**src/rtl/ucseq_pkg.sv**
```systemverilog
// Package: shared encodings of the microcoded sequencer.
// Assumes the control word is at least 16 bits wide and that the micro-address
// is wide enough (at least 8 bits) to hold every routine entry below.
package ucseq_pkg;

    // sequencing section of each microword
    typedef enum logic [1:0] {
        SEQ_NEXT     = 2'b00,
        SEQ_BRANCH   = 2'b01,
        SEQ_DISPATCH = 2'b10,
        SEQ_FETCH    = 2'b11
    } seq_op_t;

    // flag positions on the flags input, also the flag-select values
    localparam int FLG_ZERO = 0;
    localparam int FLG_NEG  = 1;
    localparam int FLG_POS  = 2;
    localparam int FLG_CARRY = 3;

    // control bit positions inside the control section
    localparam int CB_ADDR_PC = 0;
    localparam int CB_MEM_RD  = 1;
    localparam int CB_IR_LD   = 2;
    localparam int CB_PC_INC  = 3;
    localparam int CB_ALU_GO  = 4;
    localparam int CB_REG_WR  = 5;
    localparam int CB_MEM_WR  = 6;
    localparam int CB_PC_LD   = 7;
    localparam int CB_OPND_LD = 8;
    localparam int CB_TRAP    = 15;

    // defined opcodes
    localparam int OP_NOP   = 8'h00;
    localparam int OP_LDI   = 8'h01;
    localparam int OP_ADD   = 8'h02;
    localparam int OP_STA   = 8'h03;
    localparam int OP_JBASE = 8'h10;

    // routine entry micro-addresses
    localparam int UA_FETCH   = 0;
    localparam int UA_NOP     = 8;
    localparam int UA_LDI     = 16;
    localparam int UA_ADD     = 32;
    localparam int UA_STA     = 48;
    localparam int UA_JBASE   = 64;
    localparam int UA_JSTRIDE = 16;
    localparam int UA_JTAKEN  = 3;

endpackage

```
**src/rtl/ucseq_dispatch_rom.sv**
```systemverilog
// Module: dispatch ROM, the first lookup level.
// It maps an opcode straight to the micro-address where that opcode's routine
// starts. Opcodes without a routine map to the all-ones address, where the
// trap routine sits. The contents are computed from package constants.
// Assumes the conditional-branch family holds FLAG_N opcodes in a row.
module ucseq_dispatch_rom
    import ucseq_pkg::*;
#(
    parameter int OPC_W   = 8,
    parameter int UADDR_W = 10,
    parameter int FLAG_N  = 4
) (
    input  logic [OPC_W-1:0]   opcode,
    output logic [UADDR_W-1:0] entry
);

    localparam logic [UADDR_W-1:0] TRAP_UA = {UADDR_W{1'b1}};

    logic [FLAG_N-1:0]  jhit;
    logic [UADDR_W-1:0] jentry [FLAG_N];
    logic [UADDR_W-1:0] base_entry;

    // one decoder and one entry per conditional-branch opcode
    generate
        for (genvar k = 0; k < FLAG_N; k++) begin : g_jfam
            assign jhit[k]   = (opcode == OPC_W'(OP_JBASE + k));
            assign jentry[k] = UADDR_W'(UA_JBASE + k * UA_JSTRIDE);
        end
    endgenerate

    // entries for the single opcodes, with trap as the fallback
    always_comb begin
        case (opcode)
            OPC_W'(OP_NOP): base_entry = UADDR_W'(UA_NOP);
            OPC_W'(OP_LDI): base_entry = UADDR_W'(UA_LDI);
            OPC_W'(OP_ADD): base_entry = UADDR_W'(UA_ADD);
            OPC_W'(OP_STA): base_entry = UADDR_W'(UA_STA);
            default:        base_entry = TRAP_UA;
        endcase
    end

    // a branch-family hit overrides the single-opcode result
    always_comb begin
        entry = base_entry;
        for (int k = 0; k < FLAG_N; k++) begin
            if (jhit[k]) entry = jentry[k];
        end
    end

endmodule

```
**src/rtl/ucseq_ucode_rom.sv**
```systemverilog
// Module: horizontal microcode ROM, the second lookup level.
// It returns the microword for an address: control bits, sequencing code,
// flag select and branch target. Routines: fetch (0..2), single-opcode
// routines, one branch routine per flag, and the trap word at the last
// address. Every other address holds a word that returns to fetch and
// drives no control bits.
module ucseq_ucode_rom
    import ucseq_pkg::*;
#(
    parameter int UADDR_W = 10,
    parameter int CTRL_W  = 16,
    parameter int FLAG_N  = 4,
    localparam int FSEL_W = $clog2(FLAG_N)
) (
    input  logic [UADDR_W-1:0] uaddr,
    output logic [CTRL_W-1:0]  ctrl,
    output seq_op_t            seq,
    output logic [FSEL_W-1:0]  fsel,
    output logic [UADDR_W-1:0] target
);

    localparam logic [UADDR_W-1:0] TRAP_UA = {UADDR_W{1'b1}};

    // returns a control word with the listed bit set
    function automatic logic [CTRL_W-1:0] cb(input int pos);
        logic [CTRL_W-1:0] w;
        w = '0;
        w[pos] = 1'b1;
        return w;
    endfunction

    // microword contents, computed from address
    always_comb begin
        ctrl   = '0;
        seq    = SEQ_FETCH;
        fsel   = '0;
        target = '0;
        case (uaddr)
            // fetch: put PC on the address bus, read, load IR, then dispatch
            UADDR_W'(UA_FETCH + 0): begin
                ctrl = cb(CB_ADDR_PC) | cb(CB_MEM_RD);
                seq  = SEQ_NEXT;
            end
            UADDR_W'(UA_FETCH + 1): begin
                ctrl = cb(CB_IR_LD) | cb(CB_PC_INC);
                seq  = SEQ_NEXT;
            end
            UADDR_W'(UA_FETCH + 2): begin
                seq  = SEQ_DISPATCH;
            end
            // no-operation
            UADDR_W'(UA_NOP): begin
                seq  = SEQ_FETCH;
            end
            // load immediate: read operand byte, write register
            UADDR_W'(UA_LDI + 0): begin
                ctrl = cb(CB_ADDR_PC) | cb(CB_MEM_RD);
                seq  = SEQ_NEXT;
            end
            UADDR_W'(UA_LDI + 1): begin
                ctrl = cb(CB_REG_WR) | cb(CB_PC_INC);
                seq  = SEQ_FETCH;
            end
            // add immediate: operand read, ALU, write back
            UADDR_W'(UA_ADD + 0): begin
                ctrl = cb(CB_ADDR_PC) | cb(CB_MEM_RD) | cb(CB_OPND_LD);
                seq  = SEQ_NEXT;
            end
            UADDR_W'(UA_ADD + 1): begin
                ctrl = cb(CB_ALU_GO) | cb(CB_PC_INC);
                seq  = SEQ_NEXT;
            end
            UADDR_W'(UA_ADD + 2): begin
                ctrl = cb(CB_REG_WR);
                seq  = SEQ_FETCH;
            end
            // store absolute: two address bytes, then memory write
            UADDR_W'(UA_STA + 0): begin
                ctrl = cb(CB_ADDR_PC) | cb(CB_MEM_RD) | cb(CB_OPND_LD);
                seq  = SEQ_NEXT;
            end
            UADDR_W'(UA_STA + 1): begin
                ctrl = cb(CB_PC_INC);
                seq  = SEQ_NEXT;
            end
            UADDR_W'(UA_STA + 2): begin
                ctrl = cb(CB_ADDR_PC) | cb(CB_MEM_RD) | cb(CB_OPND_LD);
                seq  = SEQ_NEXT;
            end
            UADDR_W'(UA_STA + 3): begin
                ctrl = cb(CB_MEM_WR) | cb(CB_PC_INC);
                seq  = SEQ_FETCH;
            end
            // trap: load the trap vector into PC, then refetch
            TRAP_UA: begin
                ctrl = cb(CB_TRAP) | cb(CB_PC_LD);
                seq  = SEQ_FETCH;
            end
            default: begin
                seq  = SEQ_FETCH;
            end
        endcase
        // conditional-branch routines, one per flag
        for (int k = 0; k < FLAG_N; k++) begin
            if (uaddr == UADDR_W'(UA_JBASE + k * UA_JSTRIDE)) begin
                ctrl   = cb(CB_ADDR_PC) | cb(CB_MEM_RD);
                seq    = SEQ_BRANCH;
                fsel   = FSEL_W'(k);
                target = UADDR_W'(UA_JBASE + k * UA_JSTRIDE + UA_JTAKEN);
            end else if (uaddr == UADDR_W'(UA_JBASE + k * UA_JSTRIDE + 1)) begin
                ctrl   = cb(CB_PC_INC);
                seq    = SEQ_NEXT;
            end else if (uaddr == UADDR_W'(UA_JBASE + k * UA_JSTRIDE + 2)) begin
                ctrl   = cb(CB_PC_INC);
                seq    = SEQ_FETCH;
            end else if (uaddr == UADDR_W'(UA_JBASE + k * UA_JSTRIDE + UA_JTAKEN)) begin
                ctrl   = cb(CB_OPND_LD) | cb(CB_PC_INC);
                seq    = SEQ_NEXT;
            end else if (uaddr == UADDR_W'(UA_JBASE + k * UA_JSTRIDE + UA_JTAKEN + 1)) begin
                ctrl   = cb(CB_PC_LD);
                seq    = SEQ_FETCH;
            end
        end
    end

endmodule

```
**src/rtl/ucseq_next_addr.sv**
```systemverilog
// Module: next micro-address selection.
// It picks the next micro-PC from the sequencing code of the current word:
// increment, conditional branch on a selected flag, dispatch entry, or fetch.
// Assumes the flag-select field indexes the flags vector directly.
module ucseq_next_addr
    import ucseq_pkg::*;
#(
    parameter int UADDR_W = 10,
    parameter int FLAG_N  = 4,
    localparam int FSEL_W = $clog2(FLAG_N)
) (
    input  logic [UADDR_W-1:0] cur,
    input  seq_op_t            seq,
    input  logic [FSEL_W-1:0]  fsel,
    input  logic [UADDR_W-1:0] target,
    input  logic [FLAG_N-1:0]  flags,
    input  logic [UADDR_W-1:0] disp_entry,
    output logic [UADDR_W-1:0] nxt
);

    logic [FLAG_N-1:0] sel_hit;
    logic              take;
    logic [UADDR_W-1:0] incr;

    // one select-and-test term per flag
    generate
        for (genvar k = 0; k < FLAG_N; k++) begin : g_ftest
            assign sel_hit[k] = (fsel == FSEL_W'(k)) && flags[k];
        end
    endgenerate

    assign take = |sel_hit;
    assign incr = cur + 1'b1;

    // next-address multiplexer
    always_comb begin
        case (seq)
            SEQ_NEXT:     nxt = incr;
            SEQ_BRANCH:   nxt = take ? target : incr;
            SEQ_DISPATCH: nxt = disp_entry;
            default:      nxt = UADDR_W'(UA_FETCH);
        endcase
    end

endmodule

```
**src/rtl/ucode_sequencer.sv**
```systemverilog
// Module: microcoded sequencer top.
// It holds the micro-PC and connects the dispatch ROM, the microcode ROM and
// the next-address logic. The emitted microword comes from the current
// micro-PC with no pipeline stage. Reset is synchronous, active low.
// Assumes opcode and flags are stable during the cycle in which a dispatch
// or branch word is active.
module ucode_sequencer
    import ucseq_pkg::*;
#(
    parameter int OPC_W   = 8,
    parameter int UADDR_W = 10,
    parameter int CTRL_W  = 16,
    parameter int FLAG_N  = 4,
    localparam int FSEL_W = $clog2(FLAG_N),
    localparam int WORD_W = CTRL_W + 2 + FSEL_W + UADDR_W
) (
    input  logic               clk,
    input  logic               rst_n,
    input  logic               stall,
    input  logic [OPC_W-1:0]   opcode,
    input  logic [FLAG_N-1:0]  flags,
    output logic [UADDR_W-1:0] upc,
    output logic [WORD_W-1:0]  uword
);

    localparam logic [UADDR_W-1:0] TRAP_UA = {UADDR_W{1'b1}};

    logic [UADDR_W-1:0] upc_q;
    logic [UADDR_W-1:0] upc_d;
    logic [UADDR_W-1:0] disp_entry;
    logic [CTRL_W-1:0]  ctrl;
    seq_op_t            seq;
    logic [FSEL_W-1:0]  fsel;
    logic [UADDR_W-1:0] target;

    ucseq_dispatch_rom #(
        .OPC_W   (OPC_W),
        .UADDR_W (UADDR_W),
        .FLAG_N  (FLAG_N)
    ) u_disp (
        .opcode (opcode),
        .entry  (disp_entry)
    );

    ucseq_ucode_rom #(
        .UADDR_W (UADDR_W),
        .CTRL_W  (CTRL_W),
        .FLAG_N  (FLAG_N)
    ) u_rom (
        .uaddr  (upc_q),
        .ctrl   (ctrl),
        .seq    (seq),
        .fsel   (fsel),
        .target (target)
    );

    ucseq_next_addr #(
        .UADDR_W (UADDR_W),
        .FLAG_N  (FLAG_N)
    ) u_next (
        .cur        (upc_q),
        .seq        (seq),
        .fsel       (fsel),
        .target     (target),
        .flags      (flags),
        .disp_entry (disp_entry),
        .nxt        (upc_d)
    );

    // micro-PC register: clear on reset, hold on stall, else advance
    always_ff @(posedge clk) begin
        if (!rst_n)      upc_q <= UADDR_W'(UA_FETCH);
        else if (!stall) upc_q <= upc_d;
    end

    // outputs: current address and the word it selects
    assign upc   = upc_q;
    assign uword = {ctrl, seq, fsel, target};


    reset_clear_chk: assert property (@(posedge clk)
        !rst_n |=> upc_q == UADDR_W'(UA_FETCH));


    next_incr_chk: assert property (@(posedge clk) disable iff (!rst_n)
        (rst_n && !stall && seq == SEQ_NEXT)
        |=> upc_q == UADDR_W'($past(upc_q) + 1'b1));


    branch_taken_chk: assert property (@(posedge clk) disable iff (!rst_n)
        (rst_n && !stall && seq == SEQ_BRANCH && flags[fsel])
        |=> upc_q == $past(target));


    branch_fall_chk: assert property (@(posedge clk) disable iff (!rst_n)
        (rst_n && !stall && seq == SEQ_BRANCH && !flags[fsel])
        |=> upc_q == UADDR_W'($past(upc_q) + 1'b1));


    dispatch_load_chk: assert property (@(posedge clk) disable iff (!rst_n)
        (rst_n && !stall && seq == SEQ_DISPATCH)
        |=> upc_q == $past(disp_entry));


    trap_word_chk: assert property (@(posedge clk) disable iff (!rst_n)
        (upc_q == TRAP_UA) |-> (ctrl[CB_TRAP] && seq == SEQ_FETCH));


    fetch_return_chk: assert property (@(posedge clk) disable iff (!rst_n)
        (rst_n && !stall && seq == SEQ_FETCH)
        |=> upc_q == UADDR_W'(UA_FETCH));


    stall_hold_chk: assert property (@(posedge clk) disable iff (!rst_n)
        (rst_n && stall) |=> ($stable(upc_q) && $stable(uword)));

endmodule

```
**config.mk**
```make
export PLATFORM = sky130hd
export DESIGN_NAME = ucode_sequencer
export DESIGN_NICKNAME = d
export VERILOG_FILES = /design/src/rtl/ucseq_pkg.sv /design/src/rtl/ucseq_dispatch_rom.sv /design/src/rtl/ucseq_ucode_rom.sv /design/src/rtl/ucseq_next_addr.sv /design/src/rtl/ucode_sequencer.sv
export SDC_FILE = /design/constraint.sdc
export NUM_CORES = 1
export LEC_CHECK = 0
export BUFFER_PORTS_ARGS = -buffer_cell sky130_fd_sc_hd__buf_2
export CORE_MARGIN = 2
export CORE_UTILIZATION = 31
export DETAILED_ROUTE_END_ITERATION = 16
export MAX_ROUTING_LAYER = met4
export PLACE_DENSITY_LB_ADDON = 0.1
export SYNTH_ARGS = -nofsm -noshare
export SYNTH_HDL_FRONTEND = slang
export SYNTH_SLANG_ARGS = --single-unit
```
**constraint.sdc**
```tcl
create_clock -name clk -period 3.3 [get_ports clk]
set_input_delay 0.33 -clock clk [delete_from_list [all_inputs] [get_ports clk]]
set_output_delay 0.33 -clock clk [all_outputs]
set_load 0.005 [all_outputs]
```
; ---- After elaboration in Yosys (flattened, before gate mapping)
; Index checks and enable logic that the tools add are counted.
[totals]
register_bits = 10
latchBits = 0
ram_bits = 0
rom_bits = 0
in_bits = 15
output_inout_bits = 40
memories = 0
[classes]
add_sub_neg = 1
n_mul = 0
n_div = 0
magnitude_cmp = 0
n_eq_ne = 44
n_shift = 0
mux = 56
bitwise = 0
n_reduce_logical = 12
[ops]
columns = operator, count
row1 = two-way mux 16 bit, 20
row2 = == test 10 x 7 -> 1 bit (second input constant), 20
row3 = one-hot mux 16 bit (9 select lines), 1
row4 = == test 10 x 6 -> 1 bit (second input constant), 7
row5 = two-way mux 10 bit, 5
row6 = two-way mux 2 bit, 22
row7 = one-hot mux 10 bit (4 select lines), 1
row8 = == test 8 x 5 -> 1 bit (second input constant), 4
row9 = one-hot mux 10 bit (3 select lines), 1
row10 = two-way mux 7 bit, 4
row11 = == test 10 x 5 -> 1 bit (second input constant), 2
row12 = == test 8 x 2 -> 1 bit (second input constant), 2
row13 = adder 10 x 1 -> 10 bit (second input constant), 1
row14 = == test 10 x 1 -> 1 bit (second input constant), 1
row15 = == test 10 bit (second input constant), 1
row16 = == test 10 x 2 -> 1 bit (second input constant), 1
row17 = zero test 10 bit, 1
row18 = == test 8 x 1 -> 1 bit (second input constant), 1
row19 = zero test 8 bit, 1
row20 = OR reduction 8 bit, 1
row21 = == test 2 bit (second input constant), 3
row22 = == test 2 x 1 -> 1 bit (second input constant), 2
row23 = logical AND 1 bit, 4
row24 = zero test 2 bit, 2
row25 = 5 further kinds, 5

; ---- Logic depth before layout (Yosys ltp)
; Gate-level depths: netlist (run 1).
[depth]
word_depth = 25
mapped_depth = 9
depth_no_buf = 9

; ---- By module
; A second synthesis (run 1) with hierarchy kept.
[unflattened]
hier_cells = 173
area_unflattened_um2 = 1356.3
[by_module_without_submodules]
columns = mod, n_inst, cells_per_inst, area_each_um2, seq_area_each_um2
row1 = ucseq_next_addr, 1, 65, 441.7, 0.0
row2 = ucseq_ucode_rom, 1, 64, 441.7, 0.0
row3 = ucode_sequencer, 1, 31, 374.1, 200.2
row4 = ucseq_dispatch_rom, 1, 13, 98.8, 0.0

; ---- Least setup slack after synthesis (run 1)
; OpenSTA, ideal clock, no wires.
[synth_path]
path_type = reg-to-reg
start = register upc_q[0] (netlist: upc[0])
end = register upc_q[4] (netlist: upc[4])
setup_time_ns = 0.123
arrival_time_ns = 1.867
t_required_ns = 3.177
slack_ns = 1.309
stages_incl_launch_ff = 9
path_buffers = 1
path_cell_list = dfxtp_1 > inv_1 > ha_1 > clkbuf_1 > and4b_1 > o31ai_1 > o31ai_4 > a311oi_1 > o21ai_1
[synth_via]
elab_chain_len = 25
[synth_rtl]
columns = element, line
row1 = from (decl), ucode_sequencer.sv:28  ; logic [UADDR_W-1:0] upc_q;
row2 = from (signal assigned), ucode_sequencer.sv:72  ; if (!rst_n) upc_q <= UADDR_W'(UA_FETCH);
row3 = from (signal assigned), ucode_sequencer.sv:73  ; else if (!stall) upc_q <= upc_d;
row4 = "== test 10 x 1 -> 1 bit, or another cell as far along", ucseq_ucode_rom.sv:38  ; case (uaddr)
row5 = OR reduction 8 bit (no line), --
row6 = one-hot mux 2 bit (2 select lines), ucseq_ucode_rom.sv:38
row7 = two-way mux 2 bit, ucseq_ucode_rom.sv:119  ; end else if (uaddr == UADDR_W'(UA_JBASE + k * UA_JSTRIDE + UA_JTAKEN + 1)) begin
row8 = two-way mux 2 bit, ucseq_ucode_rom.sv:116  ; end else if (uaddr == UADDR_W'(UA_JBASE + k * UA_JSTRIDE + UA_JTAKEN)) begin
row9 = two-way mux 2 bit, ucseq_ucode_rom.sv:113  ; end else if (uaddr == UADDR_W'(UA_JBASE + k * UA_JSTRIDE + 2)) begin
row10 = two-way mux 2 bit, ucseq_ucode_rom.sv:110  ; end else if (uaddr == UADDR_W'(UA_JBASE + k * UA_JSTRIDE + 1)) begin
row11 = two-way mux 2 bit, ucseq_ucode_rom.sv:105  ; if (uaddr == UADDR_W'(UA_JBASE + k * UA_JSTRIDE)) begin
row12 = [... 9 more ...], --
row13 = two-way mux 2 bit, ucseq_ucode_rom.sv:105
row14 = two-way mux 2 bit, ucseq_ucode_rom.sv:119
row15 = two-way mux 2 bit, ucseq_ucode_rom.sv:116
row16 = two-way mux 2 bit, ucseq_ucode_rom.sv:113
row17 = two-way mux 2 bit, ucseq_ucode_rom.sv:110
row18 = two-way mux 2 bit, ucseq_ucode_rom.sv:105
row19 = "== test 2 bit, or another cell as far along", ucseq_next_addr.sv:37  ; case (seq)
row20 = one-hot mux 10 bit (3 select lines) (*), ucseq_next_addr.sv:37
; Every way passes the cells marked *; elsewhere a longest branch is shown, timed or not.
; A chain may end at the register's enable or synchronous reset.

; ---- Worst setup path after layout (run 1)
[layout_path]
start = register upc_q[0] (netlist: upc[0])
end = output port uword[12]
[layout_via]
elab_chain_len = 23
[layout_rtl]
columns = element, line
row1 = "== test 10 x 1 -> 1 bit, or another cell as far along", ucseq_ucode_rom.sv:38
row2 = OR reduction 8 bit (no line), --
row3 = one-hot mux 2 bit (2 select lines), ucseq_ucode_rom.sv:38
row4 = two-way mux 2 bit, ucseq_ucode_rom.sv:119
row5 = two-way mux 2 bit, ucseq_ucode_rom.sv:116
row6 = two-way mux 2 bit, ucseq_ucode_rom.sv:113
row7 = two-way mux 2 bit, ucseq_ucode_rom.sv:110
row8 = two-way mux 2 bit, ucseq_ucode_rom.sv:105
row9 = [... 7 more ...], --
row10 = two-way mux 2 bit, ucseq_ucode_rom.sv:113
row11 = two-way mux 2 bit, ucseq_ucode_rom.sv:110
row12 = two-way mux 2 bit, ucseq_ucode_rom.sv:105
row13 = two-way mux 2 bit, ucseq_ucode_rom.sv:119
row14 = two-way mux 2 bit, ucseq_ucode_rom.sv:116
row15 = two-way mux 2 bit, ucseq_ucode_rom.sv:113
row16 = two-way mux 2 bit, ucseq_ucode_rom.sv:110
row17 = two-way mux 2 bit (*), ucseq_ucode_rom.sv:105
row18 = to (decl), ucode_sequencer.sv:23  ; output logic [WORD_W-1:0] uword
; Marks and branches as above.

==> results.sh, run 1 <==
export IMPL_setup_viol_count_final=0
export IMPL_synth_top_area_share_pct=15.6
export IMPL_cts_tree="yes"
export IMPL_cts_htree_levels=1
export IMPL_maxSlewViolCount=0
export IMPL_grt_pass1_wl_mm=5.97
export IMPL_die_area_um2=4680
export IMPL_drt_iter0_markers=188
export IMPL_cts_buffer_depth=2
export IMPL_io_pins=55
export IMPL_fillerInstances=450
export IMPL_p_total_uw=1030
export IMPL_pre_cts_ws_ps=855
export IMPL_routed_wl_met3_um=241
export IMPL_rows=23
export IMPL_outcome="complete, no violations"
export IMPL_antenna_found_initial=0
export IMPL_cts_buffers=3
export IMPL_drtPass1Iterations=4
export IMPL_initial_utilization_pct=32.1
export IMPL_final_nets=237
export IMPL_gr_total_overflow=0
export IMPL_rsz0062_at_grt="no"
export IMPL_cp_required_ps=2970
export IMPL_finalCritPeriodShare_pct=81.7
export IMPL_cts_setup_buffers=0
export IMPL_antenna_cells=0
export IMPL_end_kind="output port"
export IMPL_coreArea_um2=4000
export IMPL_yosys_warnings=0
export IMPL_postRouteAntennaNets=0
export IMPL_fin_util_pct=37.5
export IMPL_port_buffers=43
export IMPL_grt_pass1_vias=1254
export IMPL_peakVddDrop_uv=201
export IMPL_cts_sinks=10
export IMPL_clk_latency_ps=240
export IMPL_highest_layer="met4"
export IMPL_avgSynthCellArea_um2=6.98
export IMPL_routed_wl_met2_mm=1.77
export IMPL_yosysUniqueCellTypes=51
export IMPL_area_delta_synth_final_pct=16.8
export IMPL_slew_headroom_pct=63.5
export IMPL_crit_path_start_kind="flip-flop"
export IMPL_synth_area_um2=1280
export IMPL_vias=1425
export IMPL_drt_met1_wl_mm=1.80
export IMPL_ff_latch_area_um2=200
export IMPL_grt_max_degree=17
export IMPL_synth_cells=184
export IMPL_routed_wl_mm=3.83
export IMPL_yosysSeqAreaShare_pct=15.6
export IMPL_power_density_nw_per_um2=689
export IMPL_multi_input_area_um2=920
export IMPL_worst_slack_ps=605
export IMPL_min_path_type="primary input to flip-flop"
export IMPL_maxCapViolations=0
export IMPL_tns_ps=0
export IMPL_die_w_um=68.4
export IMPL_largest_reg_flops=10
export IMPL_wl_per_cell_um=14.3
export IMPL_cellLeakagePower_uw=0.000690
export IMPL_worst_pin_slew_ps=544
export IMPL_cts_root_buf="clkbuf_8"
export IMPL_synthFlopType="dfxtp_1"
export IMPL_async_flop_share_pct=0
export IMPL_finalCriticalPeriod_ps=2690
export IMPL_hpwl_mm=2.98
export IMPL_cts_resized=0
export IMPL_skew_ps=1.74
export IMPL_fmax_mhz=371
export IMPL_synth_edf_count=0
export IMPL_grt_total_usage_pct=17.3
export IMPL_holdBufCountCts=0
export IMPL_criticalPathCategory="flip-flop to output port"
export IMPL_yosys_area_top_type="dfxtp_1"
export IMPL_die_h_um=68.4
export IMPL_final_area_um2=1500
export IMPL_clk_pin_slew_ps=50
export IMPL_via_per_inst=5.34
export IMPL_ys_ff_latch=10
export IMPL_drcViolationCount=0
export IMPL_worst_ep_arrival_time_ps=2360
export IMPL_hold_violations=0
export IMPL_layout_drive_gt1_share_pct=26.3
export IMPL_place_gp_congestion=0.827
export IMPL_synth_area_leaders="dfxtp_1 16%, buf_4 9.3%, nor3_1 5.5%, a21oi_1 5.1%, nor2_1 5.0%"
export IMPL_path_max_fanout=12
export IMPL_post_dp_cell_area_um2=1450
## Yosys cell counts, types with 2 or more instances
| cell type | instances |
|---|---|
| o2111ai_1 | 3 |
| nand3_1 | 3 |
| nor2b_1 | 8 |
| a21oi_1 | 13 |
| nand2b_1 | 3 |
| o211ai_1 | 2 |
| a31oi_1 | 2 |
| ha_1 | 4 |
| a22oi_1 | 2 |
| mux2i_1 | 4 |
| inv_1 | 8 |
| a211oi_1 | 2 |
| o21ai_1 | 3 |
| o21bai_1 | 3 |
| o31ai_1 | 3 |
| nor3_1 | 14 |
| nand3b_1 | 2 |
| buf_4 | 16 |
| buf_2 | 3 |
| clkbuf_1 | 6 |
| nand4_1 | 4 |
| nor2_1 | 17 |
| dfxtp_1 | 10 |
| o21ai_0 | 6 |
| nand2_1 | 16 |
| nand4b_1 | 2 |
## metrics by stage
stage / std cells / hold WS, ps
after floorplan: 194 / 471
after global placement: 263 / 570
after detailed placement: 263 / 563
after CTS: 267 / 383
after global routing: 267 / 398
final: 267 / 380
## per-layer routing
layer	global-route usage, %	vias up
li1	-	707
met1	23.6	664
met2	27.2	52
met3	2.14	2
met4	4.00	0
met5	-	-
## power by group
group	internal, uW	switching [uW]
clock	105	49.1
sequential	144	50.1
combinational	281	405
## worst paths after layout
path / to / cells after the start / start / slack, ps
min: upc[4] / 3 / rst_n / 380
max: uword[12] / 8 / upc[0] / 610
min reg2reg: upc[9] / 2 / upc[9] / 570
max reg2reg: upc[4] / 8 / upc[0] / 920
## layout make-up
type                       instances  share of cell area (%)
multi-input combinational        149                    61.2
clock buffer                       4                    3.67
sequential                        10                    13.3
inverter                           9                    2.25
timing repair buffer              45                    15.3
tap                               50                    4.17
## cell families after synthesis
logic type	share of synthesized area (%)
simple gates	32.8
flops	15.6
xor+xnor	0.682
other cells	0.292
buf+inv	15.8
fa+ha+maj	3.89
compound gates	27.8
mux	3.12
## layout by cell type (no fill, tap or decap), drive strengths merged, types with 4 or more instances in the layout
cell	netlist	layout
buf	20	45
nor2	17	17
nand2	17	17
nor3	15	15
a21oi	13	13
conb	1	11
dfxtp	10	10
inv	9	9
o21ai	9	9
nor2b	8	8
o31ai	5	5
mux2i	4	4
nand4	4	4
ha	4	4
clkbuf	6	4
## worst max-delay path, cell delays in order (launching register included)
cell     delay [ps]
dfxtp_1         430
inv_1           120
ha_1            370
and3b_1         270
nand2_1         210
nor2_1          100
nor3_1          380
nand2_1         100
buf_2           140
Note: power is estimated with default switching activity, not from simulation.
==> run 2, diff against run 1 <==
Clock period 3.3 ns to 2.58 ns, I/O delays scaled along.
==> results.sh, run 2 (synthesis gave the netlist of run 1 again) <==
export IMPL_path_max_fanout=16
export IMPL_vias=1448
export IMPL_cts_buffers=3
export IMPL_finalCriticalPeriod_ps=2420
export IMPL_final_nets=245
export IMPL_die_h_um=68.4
export IMPL_multi_input_area_um2=951
export IMPL_wl_per_cell_um=15.0
export IMPL_via_per_inst=5.27
export IMPL_rows=23
export IMPL_power_switching_uw=668
export IMPL_p_total_uw=1400
export IMPL_cts_htree_levels=1
export IMPL_antenna_found_initial=0
export IMPL_layout_commonest_cell="buf_2"
export IMPL_cts_sinks=10
export IMPL_finalCritPeriodShare_pct=93.8
export IMPL_maxCapViolations=0
export IMPL_cts_tree="yes"
export IMPL_cp_cell_sequence="inv_1 > ha_2 > nand3b_1 > nand2_2 > a211o_1 > o31ai_4 > nand2_1 > buf_2"
export IMPL_layout_drive_gt1_share_pct=31.1
export IMPL_area_delta_synth_final_pct=24.0
export IMPL_maxSlewViolCount=0
export IMPL_criticalPathCategory="flip-flop to output port"
export IMPL_min_path_type="primary input to flip-flop"
export IMPL_initial_utilization_pct=32.1
export IMPL_critPathBufInv=2
export IMPL_grt_max_degree=17
export IMPL_grt_pass1_vias=1280
export IMPL_crit_path_start_kind="flip-flop"
export IMPL_holdBufCountCts=0
export IMPL_grt_pass1_wl_mm=6.51
export IMPL_combPwrFrac_pct=69.0
export IMPL_setup_viol_count_final=0
export IMPL_cellLeakagePower_uw=0.000733
export IMPL_hpwl_mm=3.20
export IMPL_crit_path_max_incr_delay_ps=440
export IMPL_swShare_pct=47.6
export IMPL_drtPass1Iterations=4
export IMPL_largest_reg_flops=10
export IMPL_routed_wl_mm=4.13
export IMPL_antenna_cells=0
export IMPL_hold_violations=0
export IMPL_outcome="complete, no violations"
export IMPL_fin_util_pct=39.8
export IMPL_end_kind="output port"
export IMPL_cts_root_buf="clkbuf_8"
export IMPL_grt_total_usage_pct=18.7
export IMPL_final_cell_mix="43 x buf_2, 16 x nor2_1, 16 x nand2_1"
export IMPL_skew_ps=0.382
export IMPL_die_area_um2=4680
export IMPL_gr_total_overflow=0
export IMPL_io_pins=55
export IMPL_ff_latch_area_um2=200
export IMPL_port_buffers=43
export IMPL_fmax_mhz=413
export IMPL_fillerInstances=448
export IMPL_cp_required_ps=2320
export IMPL_slowest_stage="dfxtp_1"
export IMPL_power_density_nw_per_um2=881
export IMPL_clk_latency_ps=230
export IMPL_intPower_uw=735
export IMPL_drcViolationCount=0
export IMPL_p_seq_share_pct=16.8
export IMPL_worst_ep_arrival_time_ps=2160
export IMPL_peakVddDrop_uv=311
export IMPL_cts_buffer_depth=2
export IMPL_crit_family="compound AO/OA/AOI/OAI gates"
export IMPL_drt_iter0_markers=131
export IMPL_place_gp_congestion=0.816
export IMPL_clkPwrFrac_pct=14.2
export IMPL_coreArea_um2=4000
export IMPL_postRouteAntennaNets=0
export IMPL_clk_pin_slew_ps=50
export IMPL_die_w_um=68.4
-- run 2: cell count changes in the layout (fill, tap and decap cells not counted) --
| cell | delta |
|---|---|
| buf_4 | +8 |
| ha_1 | -3 |
| ha_2 | +2 |
| ha_4 | +1 |
| nor2_1 | -1 |
| nor2_2 | +1 |
| nor3_1 | -1 |
| nor3_4 | +1 |
-- run 2: worst min-delay path, stage by stage --
cell     delay (ps)
buf_2           130
nand2_1          60
o21ai_1          50
-- run 2: final timing paths --
path / start / to / slack (ps) / cells after the start
setup / recovery: upc[0] / uword[12] / 160 / 8
hold / removal: rst_n / upc[4] / 310 / 3
setup reg to reg: upc[0] / upc[0] / 370 / 8
hold reg to reg: upc[8] / upc[8] / 570 / 2
-- run 2: cell type report --
class	count	area share [%]
multi-input cells	149	59.7
repair buffers	53	18.2
inverters	9	2.12
clock buffers	4	3.46
well taps	50	3.93
flip-flops and latches	10	12.6
-- run 2: what timing repair did --
action / in CTS / in global routing
endpoints found under the setup margin: 1 / 3
resized for setup: 1 / 6
setup buffers: 0 / 2
pin swaps: 0 / 2
cloned: 0 / 0
-- run 2: routing by layer --
layer  global-route usage, %  vias up  share of wire [%]
met5                       -        -                  0
met4                    3.00        0               0.46
met3                    1.48        2                4.5
met2                    29.2       53                 46
met1                    26.6      662                 49
li1                        -      731                  -
-- run 2: through the flow --
stage          setup TNS, ps  std cells  instance area, um^2  worst slack [ps]  hold slack [ps]
2_1_floorplan              0        194                 1320               589              399
3_3_place_gp               0        269                 1490               175              563
3_5_place_dp               0        269                 1490               138              556
4_1_cts                    0        273                 1550              31.4              315
5_1_grt               -0.605        275                 1590            -0.605              336
6_report                   0        275                 1590               161              313
-- run 2: power groups by stage --
| stage | sequential [uW] | combinational, uW | clock, uW |
|---|---|---|---|
| 6_report | 235 | 969 | 199 |
| 5_1_grt | 242 | 1090 | 209 |
| 2_1_floorplan | 223 | 670 | 0 |
| 3_5_place_dp | 238 | 911 | 0 |
| 4_1_cts | 235 | 913 | 201 |
| 3_3_place_gp | 239 | 924 | 0 |
==> run 3, diff against run 2 <==
Settings changed: ABC_AREA set to 1.
==> results.sh, run 3 <==
export IMPL_crit_path_start_kind="flip-flop"
export IMPL_hpwl_mm=3.81
export IMPL_yosys_area_top_type="nand2_1"
export IMPL_synth_mux_area_share_pct=0
export IMPL_clk_pin_slew_ps=40
export IMPL_fmax_mhz=390
export IMPL_yosys_warnings=0
export IMPL_yosysSeqAreaShare_pct=13.0
export IMPL_peakVddDrop_uv=525
export IMPL_netlist_top_cells_count="61 x nand2_1, 40 x inv_1, 40 x nor2_1, 22 x nand3_1, 16 x buf_4"
export IMPL_hold_violations=0
export IMPL_synth_top_area_share_pct=14.9
export IMPL_outcome="complete, no violations"
export IMPL_gr_total_overflow=0
export IMPL_fin_cells=409
export IMPL_avgSynthCellArea_um2=5.65
export IMPL_use_met1_pct=23.9
export IMPL_cts_buffer_depth=2
export IMPL_wl_per_cell_um=11.3
export IMPL_rows=25
export IMPL_worst_ep_arrival_time_ps=2310
export IMPL_power_density_nw_per_um2=1290
export IMPL_antenna_found_initial=0
export IMPL_yosys_area_share_simple_pct=46.7
export IMPL_cts_sinks=10
export IMPL_cts_buffers=3
export IMPL_synth_top_family_by_area="simple AND/OR/NAND/NOR gates"
export IMPL_end_kind="output port"
export IMPL_place_inst=391
export IMPL_fin_util_pct=45.6
export IMPL_drt_iter0_markers=61
export IMPL_grt_total_usage_pct=17.2
export IMPL_cts_htree_levels=1
export IMPL_min_path_type="primary input to flip-flop"
export IMPL_postRouteAntennaNets=0
export IMPL_synth_area_um2=1540
export IMPL_largest_reg_flops=10
export IMPL_met2_usage_pct=28.6
export IMPL_finalCritPeriodShare_pct=99.4
export IMPL_yosysUniqueCellTypes=35
export IMPL_layout_commonest_cell="nand2_1"
export IMPL_grt_busiest_layer="met2"
export IMPL_die_w_um=74.4
export IMPL_area_delta_synth_final_pct=41.1
export IMPL_place_gp_congestion=0.861
export IMPL_path_max_fanout=4
export IMPL_grt_pass1_wl_mm=7.55
export IMPL_synth_cells=272
export IMPL_drtPass1Iterations=4
export IMPL_routed_wl_mm=4.64
export IMPL_clk_latency_ps=220
export IMPL_vias=1865
export IMPL_ys_ff_latch=10
export IMPL_cts_tree="yes"
export IMPL_yosysMostFrequentCell="nand2_1"
export IMPL_p_total_uw=2800
export IMPL_final_cell_mix="57 x nand2_1, 43 x buf_2, 37 x inv_1"
export IMPL_cellLeakagePower_uw=0.00112
export IMPL_cts_root_buf="clkbuf_8"
export IMPL_synth_area_leaders="nand2_1 15%, dfxtp_1 13%, inv_1 9.8%, nor2_1 9.8%, buf_4 7.8%"
export IMPL_synthFlopType="dfxtp_1"
export IMPL_grt_pass1_vias=1664
export IMPL_via_per_inst=4.56
export IMPL_synthAdderAreaFrac_pct=3.25
export IMPL_synth_compound_area_share_pct=14.0
export IMPL_holdBufCountCts=0
export IMPL_port_buffers=43
export IMPL_final_area_um2=2170
export IMPL_io_pins=55
export IMPL_rsz0062_at_grt="yes"
export IMPL_async_flop_share_pct=0
export IMPL_grt_util_met3_pct=1.08
export IMPL_criticalPathCategory="flip-flop to output port"
export IMPL_die_area_um2=5540
export IMPL_skew_ps=1.66
export IMPL_setup_viol_count_final=0
export IMPL_post_dp_cell_area_um2=1880
export IMPL_synthXorXnorAreaFrac_pct=2.28
export IMPL_die_h_um=74.4
export IMPL_finalCriticalPeriod_ps=2560
export IMPL_cp_required_ps=2320
export IMPL_drcViolationCount=0
export IMPL_layout_drive_gt1_share_pct=38.9
export IMPL_antenna_cells=0
export IMPL_maxSlewViolCount=0
export IMPL_final_nets=363
export IMPL_grt_max_degree=13
export IMPL_synth_edf_count=0
export IMPL_tns_ps=0
export IMPL_coreArea_um2=4750
export IMPL_maxCapViolations=0
export IMPL_initial_utilization_pct=32.3
==> run 3: critical path, stage by stage, from the launching register on <==
cell	delay, ps
dfxtp_4	370
inv_6	80
ha_4	120
inv_2	30
nor2_4	130
nand2_4	80
nor2_2	130
nor2_2	70
nand3_1	60
nand2_1	50
nand2_1	60
nand2_1	40
nand2_1	50
nand2_1	40
nand2_1	60
nand2_1	40
nand2_1	50
nand2_1	50
nand2_1	50
nand2_1	60
nand2_2	90
nand2_4	60
a21oi_4	120
inv_1	40
buf_2	120
==> run 3: metrics by stage <==
step,hold WS (ps),setup WS [ps]
3_5_place_dp,509,53.7
4_1_cts,385,-13.6
5_1_grt,407,-259
3_3_place_gp,506,8.43
6_report,390,16.7
2_1_floorplan,431,305
==> run 3: repair_timing <==
item | in CTS | in global routing
gates resized for setup | 11 | 32
pin swaps | 4 | 19
setup buffers | 6 | 9
endpoints found under the setup margin | 4 | 14
==> run 3: per-layer routing <==
| metal | share of wire (%) | vias to the layer above | routed length (um) |
|---|---|---|---|
| li1 | - | 987 | - |
| met1 | 46 | 834 | 2150 |
| met2 | 50 | 44 | 2340 |
| met3 | 3.3 | 0 | 151 |
| met4 | 0 | 0 | 0 |
| met5 | 0 | - | 0 |
==> run 3: logic make-up (layout without fill, tap and decap cells) <==
family          after synthesis  after routing
compound gates               32             32
xor+xnor                      4              4
fa+ha+maj                     4              4
buf+inv                      67            127
flops                        10             10
other cells                   1             11
simple gates                154            154
==> run 3: final cells by class <==
cell class / count / area (um^2)
inverter: 48 / 191
tap: 67 / 83.8
fill: 553 / 2580
clock buffer: 3 / 41.3
sequential: 10 / 214
multi-input combinational: 205 / 1180
timing repair buffer: 76 / 463
==> run 3: final timing paths <==
path                from        end  slack, ps  cells after the start
setup reg to reg  upc[0]     upc[2]         50                     27
hold / removal     stall     upc[3]        390                      3
setup / recovery  upc[0]  uword[12]         20                     24
hold reg to reg   upc[8]     upc[8]        500                      2
==> run 3: where the power goes <==
group	switching [uW]	total (uW)	internal [uW]	leakage, uW
Sequential	91.0	312	221	0.0000853
Clock	49.7	151	101	0.0000216
Combinational	1280	2340	1050	0.00102
Total	1420	2800	1380	0.00112
